==> src/rtl/cpwm3_pkg.sv <==
package cpwm3_pkg;
  typedef enum logic {
    CNT_DOWN = 1'b0,
    CNT_UP   = 1'b1
  } cnt_dir_e;
endpackage

==> src/rtl/cpwm3_carrier.sv <==
module cpwm3_carrier
  import cpwm3_pkg::*;
#(
  parameter int CW = 16
) (
  input  logic          clk,
  input  logic          rst,
  input  logic          en,
  input  logic [CW-1:0] cyc_in,
  output logic          ld_o,
  output logic          run_o,
  output logic [CW-1:0] cnt_o,
  output logic          up_o,
  output logic          crest_o,
  output logic          valley_o
);
  localparam logic [CW-1:0] ONE = CW'(1);

  logic [CW-1:0] cnt_q;
  logic [CW-1:0] peak_q;
  cnt_dir_e      dir_q;
  logic          hold_q;
  logic          run_q;
  logic          crest;
  logic          valley;

  // turning points are only recognised on a non-dwell tick
  assign crest  = run_q && !hold_q && (dir_q == CNT_UP)   && (cnt_q >= peak_q);
  assign valley = run_q && !hold_q && (dir_q == CNT_DOWN) && (cnt_q <= ONE);

  // working copies reload while parked, at start, and at each crest
  assign ld_o = rst || !en || !run_q || crest;

  always_ff @(posedge clk) begin
    if (ld_o) peak_q <= cyc_in;
  end

  always_ff @(posedge clk) begin
    if (rst || !en) begin
      cnt_q  <= ONE;
      dir_q  <= CNT_UP;
      hold_q <= 1'b0;
      run_q  <= 1'b0;
    end else if (!run_q) begin
      run_q <= 1'b1;
    end else if (hold_q) begin
      hold_q <= 1'b0;
    end else if (dir_q == CNT_UP) begin
      if (crest) begin
        dir_q  <= CNT_DOWN;
        hold_q <= 1'b1;
      end else begin
        cnt_q <= cnt_q + ONE;
      end
    end else begin
      if (valley) begin
        dir_q  <= CNT_UP;
        hold_q <= 1'b1;
      end else begin
        cnt_q <= cnt_q - ONE;
      end
    end
  end

  assign run_o    = run_q;
  assign cnt_o    = cnt_q;
  assign up_o     = (dir_q == CNT_UP);
  assign crest_o  = crest;
  assign valley_o = valley;


  idle_park_chk: assert property (@(posedge clk) disable iff (rst)
    !en |=> (cnt_q == ONE && dir_q == CNT_UP && !run_q));


  rise_step_chk: assert property (@(posedge clk) disable iff (rst)
    (en && run_q && !hold_q && dir_q == CNT_UP && !crest) |=> (cnt_q == $past(cnt_q) + ONE));


  crest_turn_chk: assert property (@(posedge clk) disable iff (rst)
    (en && crest) |=> (dir_q == CNT_DOWN && $stable(cnt_q) && hold_q));


  valley_turn_chk: assert property (@(posedge clk) disable iff (rst)
    (en && valley) |=> (dir_q == CNT_UP && cnt_q == ONE && hold_q));


  pulse_excl_chk: assert property (@(posedge clk) disable iff (rst)
    !(crest && valley));


  crest_single_chk: assert property (@(posedge clk) disable iff (rst)
    crest |=> !crest);
endmodule

==> src/rtl/cpwm3_phase.sv <==
module cpwm3_phase #(
  parameter int CW = 16
) (
  input  logic          clk,
  input  logic          rst,
  input  logic          ld_i,
  input  logic          run_i,
  input  logic [CW-1:0] duty_in,
  input  logic [CW-1:0] cnt_i,
  output logic          phase_o
);
  logic [CW-1:0] duty_q;

  always_ff @(posedge clk) begin
    if (ld_i) duty_q <= duty_in;
  end

  assign phase_o = run_i && (cnt_i >= duty_q);


  level_hold_chk: assert property (@(posedge clk) disable iff (rst)
    (run_i && $past(run_i) && $stable(cnt_i) && !$past(ld_i)) |-> $stable(phase_o));


  idle_low_chk: assert property (@(posedge clk) disable iff (rst)
    !run_i |-> !phase_o);
endmodule

==> src/rtl/cpwm3_core.sv <==
module cpwm3_core #(
  parameter int CW  = 16,
  parameter int NPH = 3
) (
  input  logic            clk,
  input  logic            rst,
  input  logic            en,
  input  logic [CW-1:0]   cyc_val,
  input  logic [NPH*CW-1:0] duty_val,
  output logic [NPH-1:0]  phase_out,
  output logic [CW-1:0]   cnt_out,
  output logic            cnt_up,
  output logic            crest_pls,
  output logic            valley_pls
);
  logic          ld;
  logic          run;
  logic [CW-1:0] cnt;

  cpwm3_carrier #(.CW(CW)) u_carrier (
    .clk      (clk),
    .rst      (rst),
    .en       (en),
    .cyc_in   (cyc_val),
    .ld_o     (ld),
    .run_o    (run),
    .cnt_o    (cnt),
    .up_o     (cnt_up),
    .crest_o  (crest_pls),
    .valley_o (valley_pls)
  );

  for (genvar i = 0; i < NPH; i++) begin : g_ph
    cpwm3_phase #(.CW(CW)) u_phase (
      .clk     (clk),
      .rst     (rst),
      .ld_i    (ld),
      .run_i   (run),
      .duty_in (duty_val[i*CW +: CW]),
      .cnt_i   (cnt),
      .phase_o (phase_out[i])
    );
  end

  assign cnt_out = cnt;


  zero_width_chk: assert property (@(posedge clk) disable iff (rst)
    (run && $past(run) && !$past(ld) && $past(duty_val[0 +: CW]) == '0 && $stable(duty_val[0 +: CW]))
      |-> phase_out[0]);
endmodule

==> config.mk <==
export PLATFORM = sky130hd
export DESIGN_NAME = cpwm3_core
export DESIGN_NICKNAME = d
export VERILOG_FILES = /design/src/rtl/cpwm3_pkg.sv /design/src/rtl/cpwm3_carrier.sv /design/src/rtl/cpwm3_phase.sv /design/src/rtl/cpwm3_core.sv
export SDC_FILE = /design/constraint.sdc
export NUM_CORES = 1
export LEC_CHECK = 0
export BUFFER_PORTS_ARGS = -buffer_cell sky130_fd_sc_hd__buf_4
export CORE_UTILIZATION = 26
export DETAILED_ROUTE_END_ITERATION = 12
export HOLD_SLACK_MARGIN = 0.03
export MAX_ROUTING_LAYER = met4
export PLACE_DENSITY = 0.45
export SLEW_MARGIN = 40
export SYNTH_ARGS = -nofsm -noshare
export SYNTH_HDL_FRONTEND = slang
export SYNTH_HIERARCHICAL = 1
export SYNTH_SLANG_ARGS = --single-unit
==> constraint.sdc <==
create_clock -name clk -period 11.4 [get_ports clk]
set_input_delay 1.71 -clock clk [delete_from_list [all_inputs] [get_ports clk]]
set_output_delay 1.71 -clock clk [all_outputs]
set_load 0.05 [all_outputs]
* Word level (Yosys, flattened, before mapping)
Index checks and enable logic that the tools add are counted.
Operators by class: add/sub/neg operators 2, order comparisons 5, equal/unequal tests 2, muxes and demuxes 10, bitwise logic cells 2, reduce and logical (&&, ||, !) cells 16
Operators with widths (number):
- 16-bit greater-or-equal comparator | 4
- 16-bit two-way mux | 3
- 16-bit by 1-bit adder with 16-bit output, second input constant | 1
- 16-bit by 1-bit <= comparator with 1-bit output, second input constant | 1
- 16-bit by 1-bit subtractor with 16-bit output, second input constant | 1
- 1-bit logical AND | 8
- 1-bit two-way mux | 7
- 4-bit AND reduction | 1
- 1-bit zero test | 3
- 1-bit logical OR | 3
- 2-bit by 1-bit inequality test with 1-bit output, second input constant | 1
- 2-bit inequality test, second input constant | 1
- 1-bit inverter | 2
- 2-bit AND reduction | 1
Storage, ports and cells: bits in registers 83, input port bits 67, output and inout bits 22, logic and storage cells 45

* Logic depth before layout (Yosys ltp)
Gate-level depths: netlist (run 1).
word-level depth 7, gate-level depth with buffers 10, mapped depth without buffers 8

* Cells and area by module
The synthesis (run 1) kept the hierarchy.
Modules (own cells, without submodules):
- cpwm3_phase | times used 3, cells each 71, area an instance 890.9 um^2, sequential area each 480.5 um^2
- cpwm3_carrier | times used 1, cells each 215, area an instance 2088.3 um^2, sequential area each 860.8 um^2

* Worst setup path before layout (run 1)
Ideal clock, no wire load.
path kind register -> register, start point reg u_carrier.cnt_q[0], in the netlist u_carrier/cnt_o[0], end point reg g_ph[0].u_phase.duty_q[0], enable pin, library setup time 0.852 ns, data arrival time 3.825 ns, data required time 10.548 ns, slack 6.723 ns, cell stages (with the launch flop) 8, buffers on the path 0, period minus slack after synthesis 4.677 ns, path through dfxtp_1 inv_1 ha_1 nand2b_1 a2111oi_0 o32ai_1 o211ai_1 nand3_1
Between the ends: word-level cells in the longest chain between the ends 3
Ends and longest elaborated chain:
- from (decl) | line cpwm3_carrier.sv:19 | logic [CW-1:0] cnt_q;
- from (signal assigned) | line cpwm3_carrier.sv:53 | cnt_q <= cnt_q + ONE;
- from (signal assigned) | line cpwm3_carrier.sv:60 | cnt_q <= cnt_q - ONE;
- 16-bit greater-or-equal comparator | line cpwm3_carrier.sv:28 | assign crest = run_q && !hold_q && (dir_q == CNT_UP) && (cnt_q >= peak_q);
- 1-bit logical AND | line cpwm3_carrier.sv:28
- 1-bit logical OR | line cpwm3_carrier.sv:32 | assign ld_o = rst || !en || !run_q || crest;
- via ld | line cpwm3_core.sv:16 | logic ld;
- to (signal assigned) | line cpwm3_phase.sv:15 | if (ld_i) duty_q <= duty_in;
- to (decl) | line cpwm3_phase.sv:12 | logic [CW-1:0] duty_q;
The timed path passes the listed nets, and every way through them passes these cells. A chain may end at the register's enable or synchronous reset.

* Worst setup path in the final report (run 1)
start point reg u_carrier.cnt_q[0], in the netlist u_carrier/cnt_o[0], end point out crest_pls
Between the ends: word-level cells in the longest chain between the ends 2
Ends and longest elaborated chain:
- 16-bit greater-or-equal comparator | line cpwm3_carrier.sv:28
- 1-bit logical AND | line cpwm3_carrier.sv:28
- to (decl) | line cpwm3_core.sv:13 | output logic crest_pls,
No other way between the ends.

==> run metrics, run 1 <==
outcome finished, final reports clean; Die H 137 µm; Die Footprint 18900 µm²; Ports 89; clk_skew 0.00493 ns; slack of the worst reg-to-reg path 7.46 ns; total vias in the final route 3623; clock power share 0.453; Place WS 6.94 ns; hold_sp u_carrier/hold_q; critical path's slowest cell dfxtp_1; Tmin final 4.73 ns; Max H-tree Level 3; Flop pwr share 0.478; clock-pin slew on the worst setup and hold paths 0.06 ns; setup bufs post-CTS 0; final wirelength 12200 µm; combinational share of power 0.070; worst path required time 9.69 ns; register bit total from synthesis 83; mean area per synthesized cell 11.1 µm²; Ant. Diodes 0; max-cap violations 0; Layout area overhead 26.9%; 1st-pass router iterations 4; initial antenna violation count 0; ANT nets after route 0; Num CTS Buffers 9; row cnt 49; leakage 2.77 nW; Largest stage delay, worst path 0.57 ns; Tcrit/Tclk final 0.415; Final #Nets 656; Slew Limit Fails 0; CTS tree done; reg2reg path depth 8; asr flop ratio synth 0; vias in the first global route 3686; Max Fclk 212 MHz; Via density 4.79; Critical Path Sink Type primary output; first-pass GRT wire length 19000 µm; Core Region 18000 µm²; CP dominant cell by count inv_1; CP arrival 3.02 ns; critical path, cell by cell inv_1 > ha_1 > nand2b_1 > a2111oi_0 > o32ai_1 > o211ai_1 > inv_1 > buf_4; Slew @ Worst Pin 0.773 ns; Hold Buf Count CTS 0; Net Sw Frac 0.209; Net Switching 0.000152 W; initial drt markers 179; Netlist cell types 50; RSZ-0062 raised after global routing no; GPL Wtd Cong 0.773; Cells after Synth 428; clk_lat worst skew 0.34 ns; VDD IR max 0.0000633 V; Reg-to-Reg Start u_carrier/cnt_o[0]; P_int 0.000574 W; CP Launch Point u_carrier/cnt_o[0]; WL/cell 16.1 µm; EDFF count, synth 64; largest fanout on the critical path 12; die width 137 µm; worst min-delay path class register to register; Clock Tree Root clkbuf_16; PortBufs 88; gr usage total 0.142; Remaining Overflow, GRT 0; Synth Cell Area 4760 µm²; DRC viols 0; final setup margin 6.67 ns; RR Endpoint g_ph[1].u_phase/duty_q[2]; WS Path Type register to primary output; Yosys warnings 6; layout cells sized above 1 0.235; syn nets 562; setup TNS 0 ns; hold path depth 2; DPL Wire Length 9060 µm; Fin. Hold Viols 0; Initial Util 0.265; Setup crit end crest_pls; clock buffer depth 2; CP Launch Type register; Primary FF master, synth edfxtp_1; PwrDens 120 nW/µm²; Slew Limit Headroom 0.484; Seq/Total Area, Yosys 0.484; post-cts repair resize count 0; pin count of the biggest net entering global routing 41; CTS Sinks 83; Final setup viols 0
## how the worst min path moves through the flow
stage	end
5_1_grt	u_carrier/hold_q
3_5_place_dp	u_carrier/hold_q
4_1_cts	u_carrier/hold_q
2_1_floorplan	u_carrier/hold_q
3_3_place_gp	u_carrier/hold_q
6_report	u_carrier/hold_q
## state kept, by name, summed over array words and instances, names as in the netlist
register,count
g_ph.u_phase/duty_q,48
u_carrier/cnt_o,16
u_carrier/peak_q,16
u_carrier/hold_q,1
u_carrier/run_o,1
u_carrier/up_o,1
## cell type report
type                    count  area [µm²]
multi-input cells         261        2130
inverters                  76         285
clock buffers              14         339
flip-flops and latches     83        2300
repair buffers             91         683
well taps                 229         287
clock inverters             2        16.3
fillers                  1827       11900
## routing by layer
| layer | GRT usage | vias to the layer above | part of all wire |
|---|---|---|---|
| met2 | 0.227 | 95 | 0.47 |
| met1 | 0.168 | 1719 | 0.46 |
| met4 | 0.0690 | 0 | 0.027 |
| li1 | - | 1790 | - |
| met3 | 0.0342 | 19 | 0.049 |
| met5 | - | - | 0 |
## cells in the mapped netlist (all sizes together) (2+ instances only)
cell / number / area [µm²]
inv: 75 / 282
ha: 67 / 838
edfxtp: 64 / 1920
a21oi: 32 / 160
dfxtp: 19 / 380
nand4: 15 / 113
nand3: 14 / 70.1
or4: 14 / 109
nand2: 12 / 45.0
nor2: 12 / 45.0
o21ai: 10 / 50.1
o31ai: 10 / 75.1
or3: 10 / 67.6
a211o: 6 / 56.3
a21o: 6 / 45.0
nor3: 6 / 30.0
clkbuf: 5 / 18.8
o21a: 4 / 30.0
o41a: 4 / 45.0
a211oi: 3 / 22.5
a221oi: 3 / 45.0
buf: 3 / 30.0
nand2b: 3 / 18.8
nor4: 3 / 18.8
o211ai: 3 / 22.5
or2: 3 / 18.8
and3: 2 / 12.5
mux2i: 2 / 20.0
nor2b: 2 / 12.5
o32ai: 2 / 17.5
## layout by cell type (no fill, tap or decap), drive strengths merged, types with 2 or more instances in the layout
master,synthesis,routed
o21a,4,4
o41a,4,4
o31ai,10,10
nor4,3,3
a211oi,3,3
a21oi,32,32
a21o,6,6
nor3,6,6
o211ai,3,3
nand4,15,15
mux2i,2,2
and3,2,2
inv,75,75
nand2b,3,3
a221oi,3,3
or2,3,3
nand2,12,12
edfxtp,64,64
nand3,14,14
buf,3,91
ha,67,67
a211o,6,6
or3,10,10
clkinv,1,2
dfxtp,19,19
nor2b,2,2
clkbuf,5,14
nor2,12,12
or4,14,14
o32ai,2,2
o21ai,10,10
## logic make-up (layout without fill, tap and decap cells)
logic type / after synthesis / count (layout) / share of synthesized area
adders and majority gates: 67 / 67 / 0.176
xor gates and xnor gates: 1 / 1 / 0.00184
and+or+nand+nor: 99 / 99 / 0.122
muxes: 2 / 2 / 0.00421
AOI/OAI and AO/OA: 92 / 92 / 0.142
DFF: 83 / 83 / 0.484
buffers and inverters: 84 / 183 / 0.0702
## worst max-delay path: cells and delay by family (launching register included)
| kind | cells | cell delay (ns) |
|---|---|---|
| buffers and inverters | 3 | 0.50 |
| adders and majority gates | 1 | 0.30 |
| DFF | 1 | 0.57 |
| AOI/OAI and AO/OA | 3 | 1.14 |
| and+or+nand+nor | 1 | 0.14 |
## stage by stage
stage          total power, W  cells  instance area (µm²)  utilization  hold WS, ns
6_report             0.000726    756                 6040        0.336        0.606
5_1_grt              0.000756    756                 6040        0.336        0.634
4_1_cts              0.000737    756                 6040        0.336        0.613
3_5_place_dp         0.000405    740                 5690        0.317        0.597
3_3_place_gp         0.000403    738                 5670        0.316        0.582
2_1_floorplan        0.000377    428                 4760            -        0.552
## power groups by stage
stage          registers [W]  clock network (W)  logic (W)
2_1_floorplan       0.000353                  0  0.0000246
3_3_place_gp        0.000353                  0  0.0000493
3_5_place_dp        0.000354                  0  0.0000513
4_1_cts             0.000347           0.000338  0.0000516
5_1_grt             0.000348           0.000350  0.0000575
6_report            0.000347           0.000328  0.0000506
(Power assumes the default switching activity.)
==> run 2, diff against run 1 <==
Clock period 11.4 ns to 4.52 ns, I/O delays scaled along.
==> run 2 against run 1 <==
Sequential power rose to 2.5 times the previous value. Setup slack worse by 5.8 ns. Clock power is 120% higher. Via count fell by 2.9%. Hold slack got worse by 0.10 ns. Global-route usage down 0.097 points. Cell count stayed put.
==> run metrics, run 2 (synthesis gave the netlist of run 1 again) <==
post-route cell area 5990 µm² (was 6040 µm²); CP Launch Type register (unchanged); Max Fclk 273 MHz; CP arrival 2.98 ns (was 3.02 ns); GPL Wtd Cong 0.758 (was 0.773); pin count of the biggest net entering global routing 56 (was 41); Final setup viols 0 (unchanged); DRC viols 0 (unchanged); critical path, cell by cell inv_1 > ha_1 > nand2b_1 > a2111oi_0 > o32ai_1 > o211ai_1 > inv_1 > buf_4 (unchanged); number of flip-flops in the largest register 48 (unchanged); WL/cell 16.1 µm (about the same); VDD IR max 0.000167 V (was 0.0000633 V); first-pass GRT wire length 19000 µm (about the same); Slew Limit Fails 0 (unchanged); PortBufs 88 (unchanged); layout cells sized above 1 0.235 (unchanged); final wirelength 12200 µm (about the same); ANT nets after route 0 (unchanged); leakage 2.75 nW (was 2.77 nW); hold_sp cyc_val[3] (was u_carrier/hold_q); Top reg by flops g_ph.u_phase/duty_q (unchanged); Slew Limit Headroom 0.467 (was 0.484); critical path's slowest cell dfxtp_1 (unchanged); post-layout power 0.00171 W (was 0.000726 W); gr usage total 0.141 (was 0.142); RR Endpoint g_ph[2].u_phase/duty_q[0] (was g_ph[1].u_phase/duty_q[2]); clock buffer depth 2 (unchanged); DPL Wire Length 9110 µm (was 9060 µm); leading cell types in the layout, fill and taps excluded 90 x buf_4, 75 x inv_1, 67 x ha_1 (was 91 x buf_4, 75 x inv_1, 67 x ha_1); Tmin final 3.66 ns; CTS tree done (unchanged); Reg-to-Reg Start u_carrier/cnt_o[0] (unchanged); clk_lat worst skew 0.35 ns (was 0.34 ns); Fin. Hold Viols 0 (unchanged); Die H 137 µm (unchanged); Hold Buf Count CTS 0 (unchanged); delay-heaviest family, CP compound AO/OA/AOI/OAI gates (unchanged); initial drt markers 200 (was 179); Non-Filler Instances 756 (unchanged); vias in the first global route 3649 (was 3686); Tcrit/Tclk final 0.810; CTS Sinks 83 (unchanged); outcome finished, final reports clean (unchanged); hold path depth 1 (was 2); initial antenna violation count 0 (unchanged); row cnt 49 (unchanged); max-cap violations 0 (unchanged); die width 137 µm (unchanged); Core Region 18000 µm² (unchanged); CP dominant cell by count inv_1 (unchanged); Ant. Diodes 0 (unchanged); Remaining Overflow, GRT 0 (unchanged); Buf+Inv Stages, Crit Path 3 (unchanged); Final #Nets 656 (unchanged); Die Footprint 18900 µm² (unchanged); worst path required time 3.84 ns (was 9.69 ns); 1st-pass router iterations 4 (unchanged); clk_skew 0.0113 ns (was 0.00493 ns); largest fanout on the critical path 12 (unchanged); Max H-tree Level 3 (unchanged); post-cts repair resize count 0 (unchanged); commonest non-fill, non-tap cell in the layout buf_4 (unchanged); Num CTS Buffers 9 (unchanged); reg2reg path depth 8 (unchanged); Via density 4.65 (was 4.79); Critical Path Sink Type primary output (unchanged); placed insts 740 (unchanged); PwrDens 286 nW/µm² (was 120 nW/µm²); setup bufs post-CTS 0 (unchanged); WS Path Type register to primary output (unchanged); dpl cell area 5700 µm² (was 5690 µm²); Slew @ Worst Pin 0.799 ns (was 0.773 ns); worst min-delay path class input pin to register (was register to register); slack of the worst reg-to-reg path 1.20 ns (was 7.46 ns); RSZ-0062 raised after global routing no (unchanged); Initial Util 0.265 (unchanged); clock-pin slew on the worst setup and hold paths 0.07 ns (was 0.06 ns); Worst path depth 8 (unchanged); Ports 89 (unchanged); setup TNS 0 ns (unchanged); Clock Tree Root clkbuf_16 (unchanged); Layout area overhead 25.7% (was 26.9%); Hold EP u_carrier/peak_q[3] (was u_carrier/hold_q); total vias in the final route 3517 (was 3623); Largest stage delay, worst path 0.55 ns (was 0.57 ns)
[run 2: cell count changes in the layout (fill, tap and decap cells not counted), sizes merged]
cell	delta
inv	+3
clkinv	+1
clkbuf	-4
[run 2: worst reg2reg max path, cell delays in order (launching register included)]
cell	delay, ns
dfxtp_1	0.55
inv_1	0.15
ha_1	0.31
nand2b_1	0.14
a2111oi_0	0.45
o32ai_1	0.18
o211ai_1	0.50
nand3_2	0.41
buf_12	0.33
[run 2: final cells by class]
cell class | count | area (µm²)
Clock buffer | 10 | 239
Timing Repair Buffer | 91 | 696
Sequential cell | 83 | 2300
Fill cell | 1836 | 12000
Tap cell | 229 | 287
Multi-Input combinational cell | 261 | 2130
Clock inverter | 6 | 46.3
Inverter | 76 | 285
[run 2: metrics by stage]
step	utilization	setup slack (ns)	hold WS [ns]
after floorplan	-	0.631	0.552
after global placement	0.317	1.30	0.574
after detailed placement	0.317	1.20	0.581
after CTS	0.333	0.811	0.491
after global routing	0.333	0.503	0.491
final	0.333	0.858	0.502
[run 2: routing by layer]
metal  track usage  wire, µm  up-vias
met4        0.0531       187        0
li1              -         -     1787
met2         0.233      5980       72
met1         0.172      5450     1645
met5             -         0        -
met3        0.0250       527       13
[run 2: how the worst max path moves through the flow]
stage / from / to / slack [ns]
3_3_place_gp: u_carrier/cnt_o[0] / g_ph[0].u_phase/duty_q[14] / 1.30
6_report: u_carrier/cnt_o[0] / crest_pls / 0.86
5_1_grt: u_carrier/cnt_o[0] / crest_pls / 0.50
2_1_floorplan: u_carrier/cnt_o[0] / g_ph[0].u_phase/duty_q[0] / 0.63
4_1_cts: u_carrier/cnt_o[0] / crest_pls / 0.81
3_5_place_dp: u_carrier/cnt_o[0] / g_ph[0].u_phase/duty_q[12] / 1.20
[run 2: where the power goes]
group	leakage [nW]	switching [W]	total, W	internal (W)
Clock	0.140	0.000316	0.000708	0.000392
Sequential	0.825	0.0000133	0.000874	0.000861
Combinational	1.78	0.0000636	0.000128	0.0000648
